File: config.mk
export PLATFORM = sky130hd
export DESIGN_NAME = rsc_prbs_check
export DESIGN_NICKNAME = d
export VERILOG_FILES = /design/src/rtl/rsc_pkg.sv /design/src/rtl/rsc_prbs_check.sv
export SDC_FILE = /design/constraint.sdc
export NUM_CORES = 1
export LEC_CHECK = 0
export ABC_CLOCK_PERIOD_IN_PS = 8700
export BUFFER_PORTS_ARGS = -buffer_cell sky130_fd_sc_hd__buf_2
export CORE_UTILIZATION = 50
export DETAILED_ROUTE_END_ITERATION = 7
export PLACE_DENSITY = 0.7
export SLEW_MARGIN = 20
export SYNTH_ARGS = -nofsm -noshare
export SYNTH_HDL_FRONTEND = slang
export SYNTH_SLANG_ARGS = --single-unit
File: constraint.sdc
create_clock -name clk_i -period 8.7 [get_ports clk_i]
set_clock_uncertainty 0.05 [all_clocks]
set_input_delay 2.175 -clock clk_i [delete_from_list [all_inputs] [get_ports clk_i]]
set_output_delay 2.175 -clock clk_i [all_outputs]
set_load 0.02 [all_outputs]
File: src/rtl/rsc_pkg.sv
package rsc_pkg;
  typedef enum logic [1:0] {
    ST_SEED = 2'd0,
    ST_HUNT = 2'd1,
    ST_LOCK = 2'd2
  } trk_state_e;
endpackage

File: src/rtl/rsc_prbs_check.sv
module rsc_prbs_check
  import rsc_pkg::*;
#(
  parameter int DEG      = 31,
  parameter int TAP      = 3,
  parameter int LOCK_RUN = 64,
  parameter int WIN      = 64,
  parameter int ERR_LIM  = 8
) (
  input  logic clk_i,
  input  logic rst_ni,
  input  logic bit_i,
  input  logic vld_i,
  output logic lock_o,
  output logic mis_o
);
  localparam int SEED_W = $clog2(DEG + 1);
  localparam int RUN_W  = $clog2(LOCK_RUN);
  localparam int WCNT_W = $clog2(WIN + 1);

  trk_state_e        state_q;
  logic [DEG-1:0]    lfsr_q, shift_rx, shift_ref;
  logic [SEED_W-1:0] seed_cnt_q;
  logic [RUN_W-1:0]  run_q;
  logic [WIN-1:0]    hist_q;
  logic [WCNT_W-1:0] wcnt_q, wcnt_n;
  logic              pred, mis;

  assign pred      = lfsr_q[TAP-1] ^ lfsr_q[DEG-1];
  assign mis       = bit_i ^ pred;
  assign shift_rx  = {lfsr_q[DEG-2:0], bit_i};
  assign shift_ref = {lfsr_q[DEG-2:0], pred};
  assign wcnt_n    = wcnt_q + WCNT_W'(mis) - WCNT_W'(hist_q[WIN-1]);
  assign lock_o    = (state_q == ST_LOCK);

  always_ff @(posedge clk_i or negedge rst_ni) begin
    if (!rst_ni) begin
      state_q    <= ST_SEED;
      lfsr_q     <= '0;
      seed_cnt_q <= '0;
      run_q      <= '0;
      hist_q     <= '0;
      wcnt_q     <= '0;
      mis_o      <= 1'b0;
    end else begin
      mis_o <= 1'b0;
      if (vld_i) begin
        unique case (state_q)
          ST_SEED: begin
            lfsr_q <= shift_rx;
            if (seed_cnt_q == SEED_W'(DEG - 1)) begin
              seed_cnt_q <= '0;
              run_q      <= '0;
              if (shift_rx != '0) state_q <= ST_HUNT;
            end else begin
              seed_cnt_q <= seed_cnt_q + SEED_W'(1);
            end
          end
          ST_HUNT: begin
            mis_o <= mis;
            if (mis) begin
              state_q    <= ST_SEED;
              seed_cnt_q <= '0;
            end else begin
              lfsr_q <= shift_ref;
              if (run_q == RUN_W'(LOCK_RUN - 1)) begin
                state_q <= ST_LOCK;
                hist_q  <= '0;
                wcnt_q  <= '0;
              end else begin
                run_q <= run_q + RUN_W'(1);
              end
            end
          end
          ST_LOCK: begin
            mis_o  <= mis;
            lfsr_q <= shift_ref;
            hist_q <= {hist_q[WIN-2:0], mis};
            if (wcnt_n >= WCNT_W'(ERR_LIM)) begin
              state_q    <= ST_SEED;
              seed_cnt_q <= '0;
            end else begin
              wcnt_q <= wcnt_n;
            end
          end
          default: state_q <= ST_SEED;
        endcase
      end
    end
  end

  AST_HUNT_NONZERO: assert property (@(posedge clk_i) disable iff (!rst_ni)
    (state_q == ST_HUNT) |-> (lfsr_q != '0));
  AST_MIS_TIMED: assert property (@(posedge clk_i) disable iff (!rst_ni)
    mis_o |-> $past(vld_i));
  AST_LOCK_ENTRY: assert property (@(posedge clk_i) disable iff (!rst_ni)
    $rose(lock_o) |-> ($past(state_q) == ST_HUNT && !mis_o));
  AST_WIN_BOUND: assert property (@(posedge clk_i) disable iff (!rst_ni)
    wcnt_q < WCNT_W'(ERR_LIM));
endmodule

# After elaboration in Yosys (flattened, before gate mapping)
# Index checks and enable logic that the tools add are counted.
[totals] latchBits=0 mem_count=0 input_bits=4 mem_bits_ro=0 reg_bits=116 mem_bits_rw=0 out_inout_bits=2
[op_classes] magnitude_cmp=1 mul=0 n_eq_ne=13 mux=25 bitwise_logic=2 n_div=0 n_reduce_logical=12 n_shift=0 n_addsub=4
[op_table] op="two-way mux 64 bit" count=2
[op_table] op="one-hot mux 64 bit (2 select lines)" count=1
[op_table] op="one-hot mux 31 bit (3 select lines)" count=1
[op_table] op="two-way mux 31 bit" count=1
[op_table] op="nonzero test 31 bit" count=1
[op_table] op="two-way mux 7 bit" count=3
[op_table] op="two-way mux 6 bit" count=3
[op_table] op="two-way mux 5 bit" count=3
[op_table] op="one-hot mux 5 bit (3 select lines)" count=1
[op_table] op="AND reduction 5 bit" count=3
[op_table] op="inequality test 2 bit (second input constant)" count=7
[op_table] op="one-hot mux 7 bit (2 select lines)" count=1
[op_table] op="one-hot mux 6 bit (2 select lines)" count=1
[op_table] op="two-way mux 2 bit" count=5
[op_table] op="AND reduction 4 bit" count=2
[op_table] op="adder 7 x 1 -> 7 bit" count=1
[op_table] op=">= comparator 7 x 4 -> 1 bit (second input constant)" count=1
[op_table] op="subtractor 7 x 1 -> 7 bit" count=1
[op_table] op="adder 6 x 1 -> 6 bit (second input constant)" count=1
[op_table] op="equality test 6 bit (second input constant)" count=1
[op_table] op="one-hot mux 2 bit (3 select lines)" count=1
[op_table] op="adder 5 x 1 -> 5 bit (second input constant)" count=1
[op_table] op="equality test 5 bit (second input constant)" count=1
[op_table] op="nonzero test 2 bit" count=2
[op_table] op="other kinds (10)" count=12

# Logic depth before layout (Yosys ltp)
# Gate-level depths: netlist of the first run.
[depth] depth_word=7 mapped_depth=12 depth_no_buf=11

# Worst setup path after synthesis of the first run
# No wires, ideal clock.
[synth_timing] path_type="input-to-reg" startpoint="in bit_i" endpoint="reg seed_cnt_q[0]" t_required_ns=8.525 stages=11 arrival_ns=4.558 slack_ns=3.967 path_cell_list="xnor3_2 xnor2_1 ha_1 inv_1 fa_1 and2b_2 o22a_2 mux2i_1 o211ai_2 o21bai_4 mux2_4"
[synth_between] elab_chain_cells=6
[synth_rtl] item="start, declared" line="rsc_prbs_check.sv:12" rtl="input logic bit_i,"
[synth_rtl] item="bitwise XOR 1 bit *" line="rsc_prbs_check.sv:30" rtl="assign mis = bit_i ^ pred;"
[synth_rtl] item="adder 7 x 1 -> 7 bit" line="rsc_prbs_check.sv:33" rtl="assign wcnt_n = wcnt_q + WCNT_W'(mis) - WCNT_W'(hist_q[WIN-1]);"
[synth_rtl] item="subtractor 7 x 1 -> 7 bit" line="rsc_prbs_check.sv:33"
[synth_rtl] item=">= comparator 7 x 4 -> 1 bit" line="rsc_prbs_check.sv:79" rtl="if (wcnt_n >= WCNT_W'(ERR_LIM)) begin"
[synth_rtl] item="inequality test 2 x 1 -> 1 bit (no source line)"
[synth_rtl] item="AND reduction 4 bit (no source line) *"
[synth_rtl] item="end signal, assigned" line="rsc_prbs_check.sv:56" rtl="seed_cnt_q <= seed_cnt_q + SEED_W'(1);"
[synth_rtl] item="end, declared" line="rsc_prbs_check.sv:23" rtl="logic [SEED_W-1:0] seed_cnt_q;"
# Every way passes the cells marked *; elsewhere a longest branch is shown, timed or not.
# A chain may end at the register's enable or synchronous reset.

# Worst setup path after layout of the first run
[layout_timing] startpoint="in bit_i" endpoint="reg seed_cnt_q[1]"
# Same word-level chain as after synthesis.

==> results of run 1 <==
stage by stage:
stage / instance area [sq um] / setup slack [ns] / cells / hold slack (ns) / total power [mW]
floorplan: 5296 / 3.967 / 524 / 0.3896 / 1.275
global placement: 5423 / 3.639 / 642 / 0.4000 / 1.365
detailed placement: 5423 / 3.540 / 642 / 0.4062 / 1.394
CTS: 6062 / 4.064 / 672 / 0.4188 / 2.160
global route: 6066 / 3.931 / 672 / 0.4315 / 2.271
finish: 6066 / 4.062 / 672 / 0.4141 / 2.142
cell usage after synthesis (2+ instances only):
master     count
nand2_1      146
dfrtp_1      116
nand3_1       70
mux2_2        31
nor2_1        15
clkbuf_1      13
ha_1          13
inv_1         13
buf_2         11
o21ai_0        9
a21oi_1        7
nand4_1        7
nor4_1         7
mux2_4         4
nand2b_1       4
o211ai_1       4
o2bb2ai_1      4
xnor2_1        4
buf_1          3
a21boi_0       2
a31oi_1        2
mux2i_1        2
nor3_1         2
o211ai_2       2
o21ai_2        2
o31ai_1        2
or3_1          2
or4_1          2
placed cells by master (no fill, tap or decap), types with 4 or more instances in the layout:
cell         n
clkbuf_16   16
o211ai_1     4
a21oi_1      6
nand2b_1     4
nand3_1     70
o2bb2ai_1    4
ha_1        12
mux2_4       4
buf_4        5
bufinv_16    6
buf_2        4
dfrtp_1    116
inv_1       13
xnor2_1      4
nand2_1    146
o21ai_0      9
nor2_1      15
mux2_2      31
nand4_1      7
nor4_1       7
clkinv_2     4
critical path, stage by stage:
cell	delay [ns]
buf_2	0.13
xnor3_2	0.31
xnor2_1	0.18
ha_1	0.18
inv_1	0.05
fa_1	0.39
and2b_2	0.26
o22a_2	0.18
mux2i_1	0.30
o211ai_2	0.21
o21bai_4	0.28
mux2_4	0.32
power by group:
part           total, mW  switching (mW)  internal, mW
clock network      0.754           0.230         0.524
registers          0.714          0.0790         0.635
logic              0.674           0.387         0.287
registers in the layout, indices dropped and copies added (netlist names):
signal,cells
state_q,2
mis_o,1
wcnt_q,7
hist_q,64
run_q,6
seed_cnt_q,5
lfsr_q,31
per-layer routing:
| layer | vias up | global-route usage [%] |
|---|---|---|
| li1 | 1792 | - |
| met1 | 1825 | 22.52 |
| met2 | 31 | 33.35 |
| met3 | 9 | 5.427 |
| met4 | 0 | 7.545 |
| met5 | - | 0 |
cells by family (layout without fill, tap and decap cells):
kind of cell             Yosys count  count (layout)  synth area share, %
flip-flops                       116             116                54.81
adder cells (fa/ha/maj)           14              14                3.449
AO/OA/AOI/OAI                     44              44                6.378
buffers and inverters             41              53                3.307
multiplexers                      37              37                8.103
AND/OR/NAND/NOR                  265             265                22.37
XOR/XNOR                           7               7                1.583
layout make-up:
cell class	count	area share, %
repair buffers	10	1.134
multi-input cells	367	36.86
flip-flops and latches	116	47.85
clock buffers	19	7.116
inverters	13	0.8045
well taps	136	2.805
clock inverters	11	3.424
path summary, 6_finish.rpt:
kind / start / to / slack (ns) / cells after the start
min: hist_q[35]$_DFFE_PN0P_ / hist_q[35]$_DFFE_PN0P_ / 0.41 / 2
max in group asynchronous: rst_ni / hist_q[2]$_DFFE_PN0P_ / 5.98 / 2
max: bit_i / seed_cnt_q[1]$_DFFE_PN0P_ / 4.06 / 12
max reg2reg: lfsr_q[2]$_DFFE_PN0P_ / seed_cnt_q[1]$_DFFE_PN0P_ / 5.28 / 11
min reg2reg: hist_q[35]$_DFFE_PN0P_ / hist_q[35]$_DFFE_PN0P_ / 0.41 / 2
min in group asynchronous: rst_ni / seed_cnt_q[0]$_DFFE_PN0P_ / 1.55 / 1
==> out/metrics.yaml, run 1 <==
status: "finished clean"
final_antenna_net_count: 0
clockBufferDepth: 2
period_share_pct: 53.31
tns_ns: 0
core_sq_um: 10280
regArea_sq_um: 2903
cts.repair.resized: 0
peakVddDrop_uv: 209.7
antenna_cells: 0
min_period_ns: 4.638
grt_pass1_vias: 3841
syn_inst: 524
num_rows: 37
max_freq_ghz: 0.2156
dp_hpwl_microns: 5573
ys_seq_area_share_pct: 54.81
wire_per_inst_microns: 14.02
grt_max_degree: 84
setup_viol: 0
cts.clk_slew.worst_paths_ns: 0.06
fin_nets: 543
areaGrowthSynthToFinish_pct: 14.53
detailroute.via_count: 3657
die_h_microns: 104.9
met2_length_microns: 4773
cts_root_buffer: "clkbuf_8"
required_ns: 9.05
gp_congestion: 0.7799
hold_path_class: "flop to flop"
powerDensity_nw_per_um2: 353.2
viasPerCell: 5.442
rsz0062_at_grt: "false"
die_x_microns: 104.9
synth_area_sq_um: 5296
tightestPinTransition_ns: 0.7428
cts_max_level: 4
cp-end-kind: "flop"
synthFlopType: "dfrtp_1"
cts_setup_buffers: 0
wirelength_microns: 9420
numCtsBuffers: 17
async_flop_share_pct: 100.0
syn_nets: 542
startpoint_type: "input pin"
dr.pass1.iters: 4
start_util_pct: 51.53
p_leak_nw: 3.039
utilization_pct: 59.02
io_pins: 6
synth_top_cell_by_area: "dfrtp_1"
crit_fanout: 5
wl_met3_microns: 220
met1_length_microns: 4336
holdBufCountCts: 0
crit_type: "input pin to flop"
top_layer: "met4"
synth.avg_cell_area_sq_um: 10.11
grt_first_pass_wirelength_microns: 16850
overflow: 0
maxCapViolations: 0
antenna_found_initial: 0
synth_edf_count: 0
ys_top_cells_by_area: "dfrtp_1 (55%), nand2_1 (10%), nand3_1 (6.6%), mux2_2 (6.6%), ha_1 (3.1%)"
nFillCells: 877
layout-drive-gt1-share_pct: 17.35
slew_headroom_pct: 50.48
drc: 0
grtUsageTotal_pct: 19.23
synth_cell_type_count: 53
drv_slew: 0
io_buffers: 5
ys_ff_latch: 116
multi_input_area_sq_um: 2236
numClockSinks: 116
insertion_delay_ns: 0.51
die-area_sq_um: 11010
synth_top_area_share_pct: 54.81
yosys_warnings: 0
cts_tree: "done"
hold_viol: 0
arrival_ns: 4.99
drt_iter0_drc: 258
(Power assumes the default switching activity.)
==> run 2: changes to the inputs <==
--- a/config.mk
+++ b/config.mk
@@ -5,7 +5,7 @@
 export SDC_FILE = /design/constraint.sdc
 export NUM_CORES = 1
 export LEC_CHECK = 0
-export ABC_CLOCK_PERIOD_IN_PS = 8700
+export ABC_CLOCK_PERIOD_IN_PS = 4300
 export BUFFER_PORTS_ARGS = -buffer_cell sky130_fd_sc_hd__buf_2
 export CORE_UTILIZATION = 50
 export DETAILED_ROUTE_END_ITERATION = 7
==> constraint.sdc (replaced) <==
create_clock -name clk_i -period 4.3 [get_ports clk_i]
set_clock_uncertainty 0.05 [all_clocks]
set_input_delay 1.075 -clock clk_i [delete_from_list [all_inputs] [get_ports clk_i]]
set_output_delay 1.075 -clock clk_i [all_outputs]
set_load 0.02 [all_outputs]
==> out/metrics.yaml, run 2 (same netlist as run 1, synthesis figures left out) <==
insertion_delay_ns: 0.51
pwr-share-clk_pct: 34.7
die-area_sq_um: 11010
numClockSinks: 116
powerDensity_nw_per_um2: 708.9
biggestRegsByFlops: "hist_q x64, lfsr_q x31, wcnt_q x7"
r2r_slack_ns: 0.94
start_util_pct: 51.53
rr_endpoint: "seed_cnt_q[0]$_DFFE_PN0P_"
num_rows: 37
io_buffers: 5
cts_max_level: 4
hold-path-cell-count: 2
viasPerCell: 5.449
regMostFlops: "hist_q"
hold_path_class: "flop to flop"
hold_path.startpoint: "hist_q[21]$_DFFE_PN0P_"
drv_slew: 0
antenna_found_initial: 0
max_freq_ghz: 0.2866
switchingPower_mw: 1.424
hold_end: "hist_q[21]$_DFFE_PN0P_"
period_share_pct: 81.15
cts.repair.resized: 0
startpoint: "bit_i"
hold_viol: 0
die_x_microns: 104.9
grt_first_pass_wirelength_microns: 16570
p_leak_nw: 3.040
setup_viol: 0
pwr-share-comb_pct: 31.7
overflow: 0
areaGrowthSynthToFinish_pct: 14.53
cts_root_buffer: "clkbuf_8"
numCtsBuffers: 17
peakVddDrop_uv: 402.4
grtUsageTotal_pct: 18.83
drt_iter0_drc: 229
fin_nets: 544
gp_congestion: 0.7777
arrival_ns: 3.83
slew_headroom_pct: 44.48
status: "finished clean"
io_pins: 6
detailroute.via_count: 3678
cts_tree: "done"
clockBufferDepth: 2
rsz0062_at_grt: "false"
seqPwrFrac_pct: 33.6
holdBufCountCts: 0
final_common_cell: "nand2_1"
largest_reg_flops: 64
sw_frac_of_total_pct: 33.12
dp_cells: 643
wirelength_microns: 9261
wire_per_inst_microns: 13.72
crit_type: "input pin to flop"
r2r-start: "lfsr_q[2]$_DFFE_PN0P_"
rr_worst_depth: 11
cts_setup_buffers: 0
final_antenna_net_count: 0
tightestPinTransition_ns: 0.8328
grt_max_degree: 73
grt_pass1_vias: 3704
multi_input_area_sq_um: 2236
final_cell_mix: "nand2_1 (146), dfrtp_1 (116), nand3_1 (70)"
layout-drive-gt1-share_pct: 18.00
min_period_ns: 3.490
die_h_microns: 104.9
cp-end-kind: "flop"
regArea_sq_um: 2903
core_sq_um: 10280
stdcell_count: 675
maxCapViolations: 0
internal_power_mw: 2.876
required_ns: 4.64
startpoint_type: "input pin"
drc: 0
tns_ns: 0
crit_fanout: 5
dr.pass1.iters: 5
antenna_cells: 0
nFillCells: 856
cts.clk_slew.worst_paths_ns: 0.06
dp_hpwl_microns: 5612
[run 2: final cells by class]
class,count,share of cell area (%)
inverters,13,0.8045
well taps,136,2.805
multi-input cells,367,36.86
repair buffers,11,1.196
clock inverters,14,3.424
flip-flops and latches,116,47.85
clock buffers,18,7.054
[run 2: worst max-delay path, cell delays in order]
cell and delay, ns:
buf_2 0.12, xnor3_2 0.30, xnor2_1 0.16, ha_1 0.18
inv_1 0.05, fa_1 0.38, and2b_2 0.26, o22a_2 0.18
mux2i_1 0.31, o211ai_2 0.21, o21bai_4 0.27, mux2_4 0.32
[run 2: power groups by stage]
stage          clock, mW  sequential, mW  combinational [mW]
2_1_floorplan          0            1.42                1.16
3_3_place_gp           0            1.45                1.32
3_5_place_dp           0            1.46                1.35
4_1_cts             1.52            1.45                1.37
5_1_grt             1.58            1.47                1.52
6_report            1.49            1.44                1.36
[run 2: how the worst max path moves through the flow]
stage	to	slack (ns)	depth (start not counted)
after floorplan	seed_cnt_q[0]$_DFFE_PN0P_	0.67	11
after global placement	seed_cnt_q[0]$_DFFE_PN0P_	0.34	12
after detailed placement	seed_cnt_q[0]$_DFFE_PN0P_	0.31	12
after CTS	seed_cnt_q[0]$_DFFE_PN0P_	0.84	12
after global routing	seed_cnt_q[1]$_DFFE_PN0P_	0.60	12
final	seed_cnt_q[0]$_DFFE_PN0P_	0.81	12
[run 2: routing by layer]
metal,wire length (microns),global-route usage [%],up-vias
met5,0,0,-
met4,51,5.835,0
met3,312,5.864,5
met2,4567,31.41,56
met1,4328,23.42,1826
li1,-,-,1791
[run 2: through the flow]
| stage | hold slack, ns | utilization (%) | area [sq um] | setup slack, ns | total power, mW |
|---|---|---|---|---|---|
| global placement | 0.4005 | 52.84 | 5430 | 0.3401 | 2.772 |
| floorplan | 0.3896 | - | 5296 | 0.6669 | 2.579 |
| detailed placement | 0.4061 | 52.84 | 5430 | 0.3140 | 2.814 |
| global route | 0.4410 | 59.02 | 6066 | 0.6047 | 4.570 |
| finish | 0.4170 | 59.02 | 6066 | 0.8105 | 4.300 |
| CTS | 0.4190 | 59.02 | 6066 | 0.8377 | 4.339 |
